--- config.mk ---
export PLATFORM = sky130hd
export DESIGN_NAME = rxint_ident
export DESIGN_NICKNAME = d
export VERILOG_FILES = /design/src/rtl/rxint_pkg.sv /design/src/rtl/rxint_trig_cmp.sv /design/src/rtl/rxint_prio.sv /design/src/rtl/rxint_ident.sv
export SDC_FILE = /design/constraint.sdc
export NUM_CORES = 1
export LEC_CHECK = 0
export ABC_CLOCK_PERIOD_IN_PS = 800
export BUFFER_PORTS_ARGS = -buffer_cell sky130_fd_sc_hd__buf_2
export CORE_UTILIZATION = 30
export CTS_CLUSTER_DIAMETER = 60
export DETAILED_ROUTE_END_ITERATION = 12
export GPL_TIMING_DRIVEN = 1
export PLACE_DENSITY = 0.59
export SKIP_LAST_GASP = 1
export SLEW_MARGIN = 15
export SYNTH_ARGS = -nofsm -noshare
export SYNTH_HDL_FRONTEND = slang
export SYNTH_SLANG_ARGS = --single-unit
--- constraint.sdc ---
create_clock -name clk -period 0.8 [get_ports clk]
set_input_delay 0 -clock clk [delete_from_list [all_inputs] [get_ports clk]]
set_output_delay 0 -clock clk [all_outputs]
set_load 0.01 [all_outputs]
--- src/rtl/rxint_pkg.sv ---
package rxint_pkg;
   localparam logic [7:0] ID_NONE  = 8'h01;
   localparam logic [7:0] ID_LSTAT = 8'h06;
   localparam logic [7:0] ID_DAVAIL = 8'h04;
   localparam logic [7:0] ID_TMO   = 8'h0C;
   localparam int         MAX_TRIG = 14;

   function automatic int trig_level(input logic [1:0] sel);
      case (sel)
         2'd0:    return 1;
         2'd1:    return 4;
         2'd2:    return 8;
         default: return MAX_TRIG;
      endcase
   endfunction
endpackage

--- src/rtl/rxint_trig_cmp.sv ---
module rxint_trig_cmp #(
   parameter int CNT_W = 5,
   parameter bit DECODED = 0
) (
   input  logic [CNT_W-1:0] count,
   input  logic [1:0]       sel,
   output logic             at_level
);
   import rxint_pkg::*;

   generate
      if (DECODED) begin : g_decoded
         logic [3:0] hit;
         for (genvar k = 0; k < 4; k++) begin : g_thr
            assign hit[k] = (32'(count) >= 32'(trig_level(2'(k))));
         end
         assign at_level = hit[sel];
      end else begin : g_arith
         assign at_level = (32'(count) >= 32'(trig_level(sel)));
      end
   endgenerate
endmodule

--- src/rtl/rxint_prio.sv ---
module rxint_prio (
   input  logic       enable,
   input  logic       line_err,
   input  logic       level_hit,
   input  logic       timeout,
   output logic [7:0] code,
   output logic       pending
);
   import rxint_pkg::*;

   always_comb begin
      code = ID_NONE;
      if (enable) begin
         if (line_err)       code = ID_LSTAT;
         else if (level_hit) code = ID_DAVAIL;
         else if (timeout)   code = ID_TMO;
      end
      pending = enable & (line_err | level_hit | timeout);
   end
endmodule

--- src/rtl/rxint_ident.sv ---
module rxint_ident #(
   parameter int FIFO_DEPTH = 16,
   parameter int CNT_W      = $clog2(FIFO_DEPTH + 1),
   parameter bit REG_OUT    = 1,
   parameter bit DECODED    = 0
) (
   input  logic             clk,
   input  logic             rst_n,
   input  logic [CNT_W-1:0] rx_count,
   input  logic [1:0]       trig_sel,
   input  logic             line_err,
   input  logic             timeout,
   input  logic             fifo_en,
   input  logic             rx_int_en,
   output logic             data_ready,
   output logic             rda,
   output logic [7:0]       int_id,
   output logic             irq
);
   import rxint_pkg::*;

   localparam int MIN_W = $clog2(FIFO_DEPTH + 1);

   if (FIFO_DEPTH < MAX_TRIG) begin : g_chk_depth
      $error("FIFO_DEPTH must hold the largest threshold");
   end
   if (CNT_W < MIN_W) begin : g_chk_width
      $error("CNT_W too narrow for FIFO_DEPTH");
   end

   logic       hit_c;
   logic [7:0] code_c;
   logic       pend_c;
   logic       nonempty_c;

   assign nonempty_c = |rx_count;

   rxint_trig_cmp #(.CNT_W(CNT_W), .DECODED(DECODED)) u_cmp (
      .count    (rx_count),
      .sel      (trig_sel),
      .at_level (hit_c)
   );

   rxint_prio u_prio (
      .enable    (fifo_en & rx_int_en),
      .line_err  (line_err),
      .level_hit (hit_c),
      .timeout   (timeout),
      .code      (code_c),
      .pending   (pend_c)
   );

   generate
      if (REG_OUT) begin : g_reg
         always_ff @(posedge clk or negedge rst_n) begin
            if (!rst_n) begin
               data_ready <= 1'b0;
               rda        <= 1'b0;
               int_id     <= ID_NONE;
               irq        <= 1'b0;
            end else begin
               data_ready <= nonempty_c;
               rda        <= hit_c;
               int_id     <= code_c;
               irq        <= pend_c;
            end
         end

         AST_DR_TRACK: assert property (@(posedge clk) disable iff (!rst_n)
            $past(rst_n) |-> (data_ready == ($past(rx_count) != '0)));
         AST_RDA_DROP: assert property (@(posedge clk) disable iff (!rst_n)
            (32'(rx_count) < 32'(trig_level(trig_sel))) |=> !rda);
         AST_LSTAT_WIN: assert property (@(posedge clk) disable iff (!rst_n)
            (fifo_en && rx_int_en && line_err) |=> (int_id == ID_LSTAT && irq));
         AST_GATED_OFF: assert property (@(posedge clk) disable iff (!rst_n)
            !(fifo_en && rx_int_en) |=> (int_id == ID_NONE && !irq));
         AST_IRQ_CODE: assert property (@(posedge clk) disable iff (!rst_n)
            irq == (int_id != ID_NONE));
      end else begin : g_comb
         always_comb begin
            data_ready = rst_n & nonempty_c;
            rda        = rst_n & hit_c;
            int_id     = rst_n ? code_c : ID_NONE;
            irq        = rst_n & pend_c;
         end
      end
   endgenerate
endmodule

== After elaboration in Yosys (flattened, before gate mapping) ==
Cells that the tools add are included.
Storage, ports and cells
  register bits after elaboration: 11
  input port bits: 13
  logic and storage cells: 18
Cells by class
  magnitude comparators: 1
  eq/ne operators: 2
  mux-type cells: 5
  bitwise operators: 4
  reduce and logical (&&, ||, !) cells: 2
Operators with widths (count)
  $mux W8: 3
  $pmux W4 S3: 1
  $ge A5 B4 Y1: 1
  $reduce_or A5 Y1: 1
  $mux W4: 1
  $and A1 B1 Y1: 2
  $eq A2 B1 Y1 const B: 1
  $eq A2 B2 Y1 const B: 1
  $logic_not A2 Y1: 1
  $or A1 B1 Y1: 2

== Depth between registers and ports, before layout ==
Gate-level depths: netlist (run 1).
  depth in word-level cells: 6
  mapped depth: 5
  depth with buffers taken out: 5

== Hierarchy ==
Synthesis (run 1) repeated with hierarchy kept, for this count alone.
Second synthesis, totals
  cell total of the unflattened synthesis: 40
  area total of the unflattened synthesis: 476.7 sq um
Modules (own cells, without submodules)
  rxint_ident: times used 1, cells an instance 15, area each 295.3 sq um, sequential area each 276.5 sq um
  rxint_trig_cmp: times used 1, cells an instance 15, area each 102.6 sq um, sequential area each 0.0 sq um
  rxint_prio: times used 1, cells an instance 10, area each 78.8 sq um, sequential area each 0.0 sq um

== Worst setup path after synthesis (run 1) ==
No wires, ideal clock.
  kind: input -> register
  start point: input port trig_sel[0]
  end point: register int_id[3]
  arrival: 0.922 ns
  slack: -0.189 ns
  cell stages on the path: 5
  path buffers: 0
  path through: inv_1 -> ha_1 -> a21o_1 -> a211oi_4 -> and3_1
Between the ends
  word-level cells in the longest chain between the ends: 6
RTL lines
  start: declaration: line rxint_ident.sv:10  | input logic [1:0] trig_sel,
  $eq A2 B2 Y1, or another cell as far along: line rxint_pkg.sv:9  | case (sel)
  $pmux W4 S3 *: line rxint_pkg.sv:9
  $ge A5 B4 Y1 *: line rxint_trig_cmp.sv:19  | assign at_level = (32'(count) >= 32'(trig_level(sel)));
  $mux W8 *: line rxint_prio.sv:15  | else if (level_hit) code = ID_DAVAIL;
  $mux W8 *: line rxint_prio.sv:14  | if (line_err) code = ID_LSTAT;
  $mux W8 *: line rxint_prio.sv:13  | if (enable) begin
  via code_c[3]: line rxint_ident.sv:32  | logic [7:0] code_c;
  end signal: assignment: line rxint_ident.sv:64  | int_id <= code_c;
  end: declaration: line rxint_ident.sv:17  | output logic [7:0] int_id,
The timed path passes the listed nets; every way through them passes the cells marked *.

== Worst setup path after layout (run 1) ==
  start point: register int_id[0]
  end point: output port int_id[0]
No word-level cell between the ends.

==> results.py, run 1 <==
metrics = {
    "synth": {
        "yosys.area_share.adder": 0.1278,
        "synth_simple_gate_area_frac": 0.1502,
        "synth_top_family_by_area": "simple AND/OR/NAND/NOR gates",
        "yosys-mux-area-fraction": 0,
        "yosys_warnings": 0,
        "yosys.area_share.xor_xnor": 0,
        "yosysTopAreaCellShare": 0.3834,
        "synth.lib_cells_used.distinct": 17,
        "synth.ff_latch_count": 7,
        "yosysSeqAreaShare": 0.4505,
        "synthTopCellsByArea": "sky130_fd_sc_hd__dfrtp_1, sky130_fd_sc_hd__ha_1, sky130_fd_sc_hd__buf_4",
        "netlist.top_cell.by_area": "sky130_fd_sc_hd__dfrtp_1",
        "synthesized_instance_count": 37,
        "mappedNetlistArea_um2": 391.6,
        "synth_compound_area_frac": 0.1470,
        "post_synth.cell_area_avg_um2": 10.58,
    },
    "clock_tree": {
        "post_cts_buffers": 0,
        "clockBufferDepth": 2,
        "cts_tree": "done",
        "cts.clk_slew.worst_paths_ns": 0.05,
        "tritoncts_sink_count": 7,
        "cts_root_buffer": "sky130_fd_sc_hd__clkbuf_4",
        "cts_max_level": 1,
        "cts-hold-fix-buffers": 2,
        "tritoncts.num_buffers": 3,
    },
    "route": {
        "total_wire_length_after_detailed_routing_um": 782,
        "dr.pass1.iters": 2,
        "ant_nets": 0,
        "avgViaCountPerCell": 4.480,
        "route.vias.total": 336,
        "drt-wirelength-per-cell_um": 10.43,
        "remaining_drc_errors": 0,
        "first_iter_violations": 3,
    },
    "final_layout": {
        "number_of_nets_in_the_final_layout": 79,
        "layout_commonest_cell": "sky130_fd_sc_hd__buf_2",
        "highest_count_cells_in_the_layout_ignoring_fill_and_taps": "sky130_fd_sc_hd__buf_2, sky130_fd_sc_hd__dfrtp_1, sky130_fd_sc_hd__conb_1",
        "nFillCells": 104,
        "final_cell_count_no_fill": 75,
        "postLayoutCoreUtil": 0.5357,
        "antenna-diode-count": 0,
        "syn2layout_area_growth_pct": 58.15,
        "drive_above_1_share": 0.5082,
    },
    "floorplan": {
        "placement_rows": 12,
        "dieHeight_um": 38.13,
        "num_io_pins": 24,
        "design.die.area_um2": 1454,
        "placeableCoreArea_um2": 1156,
        "die_width_um": 38.13,
        "initial_core_util": 0.3387,
    },
    "timing": {
        "max_clock_freq_mhz": 1160,
        "timing.final.ws_setup_ns": -0.06215,
        "finalMaxSlewViolations": 0,
        "hold_slack_ns": -0.03801,
        "period_needed_ns": 0.8622,
        "grt_setup_unrepaired": "true",
        "final-hold-violation-count": 1,
        "finalSetupViolations": 2,
        "finalCritPeriodShare": 1.078,
    },
    "grt": {
        "global_route.usage.total": 0.1265,
        "grt-ovfl-total": 0,
        "number_of_antenna_violations_at_the_first_check_in_global_routing": 0,
        "global_route_wire_length_before_repair_um": 1166,
        "grt_max_degree": 8,
        "vias_in_the_first_global_route": 307,
    },
    "critical_path": {
        "crit_required_ns": 0.80,
        "path_class": "reg -> out",
        "cp_slowest_stage_delay_ns": 0.52,
        "crit_buf_inv": 1,
        "critical_path_slowest_stage_cell": "sky130_fd_sc_hd__dfstp_2",
        "endpoint_kind_of_the_worst_setup_timing_path": "output pin",
        "cp_top_family": "flip-flops",
        "path_cells": "buf_6",
        "crit_path_max_fanout": 1,
        "start_kind": "flop",
        "cp_data_arrival_time_ns": 0.86,
    },
    "power_and_ir_drop": {
        "ir_drop_uv": 554.4,
        "p_sw_uw": 244.3,
        "swShare": 0.2693,
        "p_leak_uw": 0.0003109,
        "share_comb_of_total_power": 0.233,
        "internal_power_uw": 663.1,
        "power.share.clock": 0.352,
        "share_seq_of_total_power": 0.415,
        "power_per_cell_area_nw_per_um2": 1465,
    },
    "place": {
        "dp.final_hpwl_um": 543.7,
        "place_inst": 69,
        "globalplace.congestion": 0.6890,
        "buffers_on_ports": 19,
    },
    "run_status": {
        "run_status": "finished with violations",
        "violations": "hold timing, setup timing",
    },
    "worst_hold_path": {
        "min-delay-path-class": "in -> reg",
    },
    "job": {
        "max-cap-violations": 0,
    },
}
-- metrics by stage --
step / instance area [um^2] / power, uW / setup WS [ns] / hold slack [ns] / TNS [ns]
floorplan: 427.9 / 490.1 / -0.1063 / -0.2956 / -0.4609
global placement: 510.5 / 550.0 / -0.3680 / -0.1660 / -1.765
detailed placement: 510.5 / 551.7 / -0.3669 / -0.1659 / -1.796
CTS: 588.1 / 889.5 / -0.06683 / -0.03336 / -0.08605
global route: 619.3 / 966.4 / -0.08802 / -0.03652 / -0.1465
finish: 619.3 / 907.4 / -0.06215 / -0.03801 / -0.06311
-- cell type report --
cell class | instances | area, um^2 | share of cell area
Timing Repair Buffer | 21 | 148.9 | 0.2404
Inverter | 4 | 27.53 | 0.04444
Sequential cell | 7 | 176.4 | 0.2848
Multi-Input combinational cell | 25 | 221.5 | 0.3576
Clock buffer | 3 | 22.52 | 0.03636
Clock inverter | 1 | 5.005 | 0.008081
Tap cell | 14 | 17.52 | 0.02828
-- tightest hold or removal path: cells and delay by family --
kind	cells	cell delay (ns)
AND/OR/NAND/NOR	2	0.10
buffers and inverters	1	0.08
-- repair_timing --
action                     CTS  global route
pin swaps                    5             6
hold endpoints to repair     8             1
setup endpoints to repair    6             6
resized for setup            8             4
-- registers in the layout, summed over array words and instances, names as in the netlist --
signal / cells
rda: 1
irq: 1
data_ready: 1
int_id: 4
-- Yosys cell counts, drive strengths merged --
cell / number
a211oi: 1
dfstp: 1
o21ai: 1
and4b: 1
and3: 2
nor3b: 1
a21o: 1
nand2: 4
a31o: 1
inv: 4
ha: 4
nor4: 1
a31oi: 2
nor2: 2
conb: 1
buf: 4
dfrtp: 6
-- per-layer routing --
layer  share of wire  up-vias  GRT usage
met5               0        -          0
met4           0.010        0     0.1071
met3            0.10        2    0.03488
met2            0.53       20     0.2288
met1            0.35      146     0.1131
li1                -      168          -
-- path summary, 6_finish.rpt --
path / cells after the start / to / slack, ns / startpoint
hold / removal: 3 / data_ready / -0.04 / rx_count[2]
min in group asynchronous: 2 / rda / 0.10 / rst_n
setup / recovery: 1 / int_id[0] / -0.06 / int_id[0]
max in group asynchronous: 2 / int_id[0] / 0.48 / rst_n
-- power groups by stage --
| stage | Combinational (uW) | Sequential, uW | Clock [uW] |
|---|---|---|---|
| 3_5_place_dp | 169 | 382 | 0 |
| 2_1_floorplan | 97.3 | 393 | 0 |
| 5_1_grt | 235 | 377 | 354 |
| 3_3_place_gp | 168 | 382 | 0 |
| 4_1_cts | 192 | 377 | 320 |
| 6_report | 211 | 377 | 320 |
-- cell families after synthesis --
group	after synthesis
flip-flops	7
AO/OA/AOI/OAI	6
other	1
AND/OR/NAND/NOR	11
buffers and inverters	8
adder cells (fa/ha/maj)	4
Note: power is estimated with default switching activity, not from simulation.
==> inputs of run 2 (changes only) <==
--- a/constraint.sdc
+++ b/constraint.sdc
@@ -3,2 +3,2 @@
 set_output_delay 0 -clock clk [all_outputs]
-set_load 0.01 [all_outputs]
+set_load 0.1 [all_outputs]
==> run 2 against run 1 <==
The flow still finishes with violations (hold timing, setup timing). Critical endpoint unchanged. Routed wire length down 5.5%. First-iteration DRC count down 33%. Total power up 26%. Via count down 0.89%. Worst hold slack better by 0.023 ns.
==> results.py, run 2 (synthesis gave the netlist of run 1 again) <==
metrics = {
    "run_status": {
        "run_status": "finished with violations",
        "violations": "hold timing, setup timing",
    },
    "final_layout": {
        "drive_above_1_share": 0.5806,
        "postLayoutCoreUtil": 0.6136,
        "largest_register_ffs": 4,
        "syn2layout_area_growth_pct": 81.15,
        "fin_area_um2": 709.4,
        "registers.top_by_ff_count": "int_id",
        "layout_commonest_cell": "sky130_fd_sc_hd__buf_2",
        "highest_count_cells_in_the_layout_ignoring_fill_and_taps": "sky130_fd_sc_hd__buf_2, sky130_fd_sc_hd__buf_12, sky130_fd_sc_hd__dfrtp_2, sky130_fd_sc_hd__conb_1",
        "antenna-diode-count": 0,
        "number_of_nets_in_the_final_layout": 80,
        "final_cell_count_no_fill": 76,
    },
    "power_and_ir_drop": {
        "power_per_cell_area_nw_per_um2": 1606,
        "p_leak_uw": 0.0003393,
        "ir_drop_uv": 645.4,
    },
    "critical_path": {
        "cp_data_arrival_time_ns": 1.03,
        "crit_buf_inv": 1,
        "crit_required_ns": 0.80,
        "path_class": "reg -> out",
        "crit_path_max_fanout": 1,
        "endpoint_kind_of_the_worst_setup_timing_path": "output pin",
        "critical_path_slowest_stage_cell": "sky130_fd_sc_hd__dfstp_4",
        "start_kind": "flop",
        "path_cells": "buf_12",
        "cp_top_family": "flip-flops",
        "cp_slowest_stage_delay_ns": 0.61,
    },
    "worst_hold_path": {
        "min-delay-path-class": "in -> reg",
        "worstHoldEndpoint": "data_ready",
        "hold_path_startpoint": "rx_count[3]",
        "min_path_cells": 3,
    },
    "route": {
        "dr.pass1.iters": 4,
        "total_wire_length_after_detailed_routing_um": 739,
        "ant_nets": 0,
        "route.vias.total": 333,
        "drt-wirelength-per-cell_um": 9.724,
        "remaining_drc_errors": 0,
        "first_iter_violations": 2,
        "avgViaCountPerCell": 4.382,
    },
    "clock_tree": {
        "cts.clk_slew.worst_paths_ns": 0.05,
        "clockBufferDepth": 2,
        "cts_max_level": 1,
        "tritoncts.num_buffers": 3,
        "cts_tree": "done",
        "cts_root_buffer": "sky130_fd_sc_hd__clkbuf_4",
        "tritoncts_sink_count": 7,
    },
    "grt": {
        "global_route.usage.total": 0.1248,
        "number_of_antenna_violations_at_the_first_check_in_global_routing": 0,
        "grt_max_degree": 8,
        "vias_in_the_first_global_route": 315,
        "grt-ovfl-total": 0,
        "global_route_wire_length_before_repair_um": 1166,
    },
    "place": {
        "globalplace.congestion": 0.7161,
        "postPlaceCellArea_um2": 640.6,
        "place_inst": 71,
        "buffers_on_ports": 19,
        "dp.final_hpwl_um": 584.5,
        "detailedPlace.worstSlack_ns": -0.3809,
    },
    "floorplan": {
        "num_io_pins": 24,
        "placeableCoreArea_um2": 1156,
        "dieHeight_um": 38.13,
        "design.die.area_um2": 1454,
        "initial_core_util": 0.3387,
        "die_width_um": 38.13,
        "placement_rows": 12,
    },
    "timing": {
        "finalSetupViolations": 9,
        "max_clock_freq_mhz": 975.5,
        "period_needed_ns": 1.025,
        "grt_setup_unrepaired": "true",
        "final-hold-violation-count": 1,
        "finalMaxSlewViolations": 0,
        "timing.final.ws_setup_ns": -0.2251,
        "hold_slack_ns": -0.01453,
        "finalCritPeriodShare": 1.281,
    },
    "job": {
        "max-cap-violations": 0,
    },
}
==> run 2: power by group <==
part           switching, uW  total [uW]  internal [uW]
clock network            118         307            190
registers               13.7         392            378
logic                    289         440            151
==> run 2: cell type report <==
type | instances | area (um^2)
clock buffer | 4 | 26.28
fill | 96 | 446.7
inverter | 4 | 27.53
multi-input combinational | 25 | 198.9
sequential | 7 | 186.4
tap | 14 | 17.52
timing repair buffer | 22 | 252.7
==> run 2: per-stage QoR <==
stage	TNS [ns]	total power, uW
finish	-0.3550	1139
global route	-0.6556	1192
CTS	-0.4726	1154
detailed placement	-1.782	818.7
global placement	-1.757	814.4
floorplan	-0.5484	684.8
==> run 2: routing by layer <==
metal | track usage | share of wire | up-vias | routed length (um)
li1 | - | - | 168 | -
met1 | 0.1190 | 0.35 | 148 | 259
met2 | 0.2288 | 0.60 | 17 | 440
met3 | 0.01744 | 0.051 | 0 | 38
met4 | 0.1071 | 0 | 0 | 0
met5 | 0 | 0 | - | 0
==> run 2: how the worst max path moves through the flow <==
stage | cells after the start | slack (ns) | from | end
finish | 1 | -0.23 | int_id[0] | int_id[0]
global route | 1 | -0.24 | int_id[0] | int_id[0]
CTS | 1 | -0.24 | int_id[0] | int_id[0]
detailed placement | 6 | -0.38 | trig_sel[0] | int_id[3]
global placement | 6 | -0.37 | trig_sel[0] | int_id[3]
floorplan | 5 | -0.11 | trig_sel[0] | int_id[3]
==> run 2: timing repair <==
| action | 4_1_cts | 5_1_grt |
|---|---|---|
| endpoints found under the hold margin | 8 | 0 |
| buffers inserted | 0 | 0 |
| hold buffers | 1 | 0 |
| gates resized for setup | 8 | 1 |
| endpoints found under the setup margin | 12 | 12 |
| pin swaps | 5 | 2 |
==> inputs of run 3 (changes only) <==
- CORE_AREA: not set -> 2 2 39 41
- CORE_UTILIZATION: 30 -> not set
- CTS_CLUSTER_DIAMETER: 60 -> 30
- CTS_CLUSTER_SIZE: not set -> 28
- DIE_AREA: not set -> 0 0 41 43
- PLACE_DENSITY: 0.59 -> 0.58
==> run 3 against run 2 <==
Worst setup slack improved by 0.0083 ns. Global-route usage decreased by 1.9 points. The run still ends with hold timing, setup timing left. Fmax up 0.81%. Sequential cell count did not move. Via count is 3.0% higher. Critical path depth unchanged. Clock power is 3% lower. Highest routed layer is now met4. Largest power group unchanged. Worst hold slack got worse by 0.0094 ns. Non-clock buffer count shrank 1. Die area increased by 21%.
==> results.py, run 3 (synthesis gave the netlist of run 1 again) <==
metrics = {
    "final_layout": {
        "multi_input_comb_area_um2": 209.0,
        "nFillCells": 111,
        "drive_above_1_share": 0.5574,
        "highest_count_cells_in_the_layout_ignoring_fill_and_taps": "sky130_fd_sc_hd__buf_2, sky130_fd_sc_hd__buf_12, sky130_fd_sc_hd__dfrtp_2, sky130_fd_sc_hd__conb_1",
        "registers.top_by_ff_count": "int_id",
        "final_cell_count_no_fill": 77,
        "largest_register_ffs": 4,
        "antenna-diode-count": 0,
        "number_of_nets_in_the_final_layout": 79,
        "layout_commonest_cell": "sky130_fd_sc_hd__buf_2",
        "syn2layout_area_growth_pct": 83.07,
        "final-seq-area_um2": 186.4,
    },
    "route": {
        "dr.pass1.iters": 4,
        "first_iter_violations": 3,
        "remaining_drc_errors": 0,
        "route.vias.total": 343,
        "total_wire_length_after_detailed_routing_um": 721,
        "avgViaCountPerCell": 4.455,
        "ant_nets": 0,
        "drt-wirelength-per-cell_um": 9.364,
    },
    "run_status": {
        "violations": "hold timing, setup timing",
        "run_status": "finished with violations",
    },
    "critical_path": {
        "cp.depth": 1,
        "start_kind": "flop",
        "worst_setup_path_startpoint": "int_id[0]",
        "cp_data_arrival_time_ns": 1.02,
        "crit_buf_inv": 1,
        "cp_top_family": "flip-flops",
        "capture_point_of_the_critical_path": "int_id[0]",
        "cp_slowest_stage_delay_ns": 0.61,
        "crit_path_max_fanout": 1,
        "critical_path_slowest_stage_cell": "sky130_fd_sc_hd__dfstp_4",
        "path_cells": "buf_12",
        "crit_required_ns": 0.80,
        "path_class": "reg -> out",
        "endpoint_kind_of_the_worst_setup_timing_path": "output pin",
    },
    "timing": {
        "period_needed_ns": 1.017,
        "max_clock_freq_mhz": 983.4,
        "finalCritPeriodShare": 1.271,
        "finalMaxSlewViolations": 0,
        "hold_slack_ns": -0.02391,
        "finalSetupViolations": 8,
        "final-hold-violation-count": 1,
        "grt_setup_unrepaired": "true",
        "timing.final.ws_setup_ns": -0.2168,
    },
    "power_and_ir_drop": {
        "power.share.clock": 0.263,
        "internal_power_uw": 718.4,
        "power_per_cell_area_nw_per_um2": 1580,
        "share_seq_of_total_power": 0.346,
        "p_leak_uw": 0.0003357,
        "share_comb_of_total_power": 0.391,
        "ir_drop_uv": 552.8,
        "p_sw_uw": 414.5,
        "swShare": 0.3659,
    },
    "floorplan": {
        "dieHeight_um": 43,
        "placement_rows": 14,
        "design.die.area_um2": 1763,
        "initial_core_util": 0.2830,
        "placeableCoreArea_um2": 1384,
        "die_width_um": 41,
        "num_io_pins": 24,
    },
    "job": {
        "max-cap-violations": 0,
    },
    "place": {
        "dp.final_hpwl_um": 579.9,
        "buffers_on_ports": 19,
        "globalplace.congestion": 0.6481,
        "place_inst": 71,
    },
    "clock_tree": {
        "clockBufferDepth": 2,
        "cts-hold-fix-buffers": 2,
        "tritoncts.num_buffers": 3,
        "cts.clk_slew.worst_paths_ns": 0.05,
        "cts_root_buffer": "sky130_fd_sc_hd__clkbuf_4",
        "tritoncts_sink_count": 7,
        "cts_max_level": 1,
        "cts_tree": "done",
    },
    "grt": {
        "global_route_wire_length_before_repair_um": 1200,
        "number_of_antenna_violations_at_the_first_check_in_global_routing": 0,
        "grt-ovfl-total": 0,
        "global_route.usage.total": 0.1054,
        "grt_max_degree": 8,
        "vias_in_the_first_global_route": 336,
    },
    "worst_hold_path": {
        "min-delay-path-class": "in -> reg",
    },
}
-- run 3: cell types whose count changed in the layout (fill, tap and decap cells not counted) --
| cell | change |
|---|---|
| sky130_fd_sc_hd__ha_2 | -1 |
| sky130_fd_sc_hd__dlygate4sd3_1 | +1 |
| sky130_fd_sc_hd__ha_4 | +1 |
| sky130_fd_sc_hd__buf_4 | -2 |
-- run 3: stage by stage --
step / setup slack (ns) / instance area (um^2) / power, uW / util / setup TNS [ns]
global placement: -0.3574 / 628.1 / 808.7 / 0.4539 / -1.727
detailed placement: -0.3916 / 628.1 / 811.2 / 0.4539 / -1.778
CTS: -0.2253 / 704.4 / 1137 / 0.5090 / -0.4139
floorplan: -0.1063 / 437.9 / 684.8 / - / -0.5484
finish: -0.2168 / 716.9 / 1133 / 0.5181 / -0.2909
global route: -0.2467 / 716.9 / 1205 / 0.5181 / -0.6543
-- run 3: cell type report --
class	count	area share
repair buffers	21	0.3456
multi-input cells	25	0.2914
flip-flops and latches	7	0.2600
inverters	4	0.03839
clock buffers	4	0.03665
well taps	16	0.02792
-- run 3: layer usage --
metal | wire, um | track usage | vias up
li1 | - | - | 165
met1 | 225 | 0.09934 | 159
met2 | 426 | 0.1750 | 17
met3 | 50 | 0 | 2
met4 | 19 | 0.1200 | 0
met5 | 0 | 0 | -
-- run 3: worst min-delay path: stages --
cell and delay [ns]:
sky130_fd_sc_hd__buf_6 0.08, sky130_fd_sc_hd__nor4_1 0.05, sky130_fd_sc_hd__nand2_1 0.06
-- run 3: how the worst min path moves through the flow --
stage | cells after the start | endpoint | slack (ns) | start
finish | 3 | data_ready | -0.02 | rx_count[2]
global route | 3 | data_ready | -0.02 | rx_count[2]
CTS | 3 | data_ready | -0.03 | rx_count[2]
detailed placement | 1 | int_id[3] | -0.17 | rst_n
global placement | 1 | int_id[3] | -0.17 | rst_n
floorplan | 0 | data_ready | -0.30 | rst_n
-- run 3: repair_timing --
item	4_1_cts	5_1_grt
pin swaps	4	5
buffers inserted	0	0
endpoints found under the hold margin	8	1
resized for setup	8	2
endpoints found under the setup margin	12	12
-- run 3: power by group through the flow --
stage               Clock [uW]  Sequential, uW  Combinational, uW
finish                     298             392                443
global route               345             392                469
CTS                        309             392                436
detailed placement           0             398                414
global placement             0             396                412
floorplan                    0             514                171
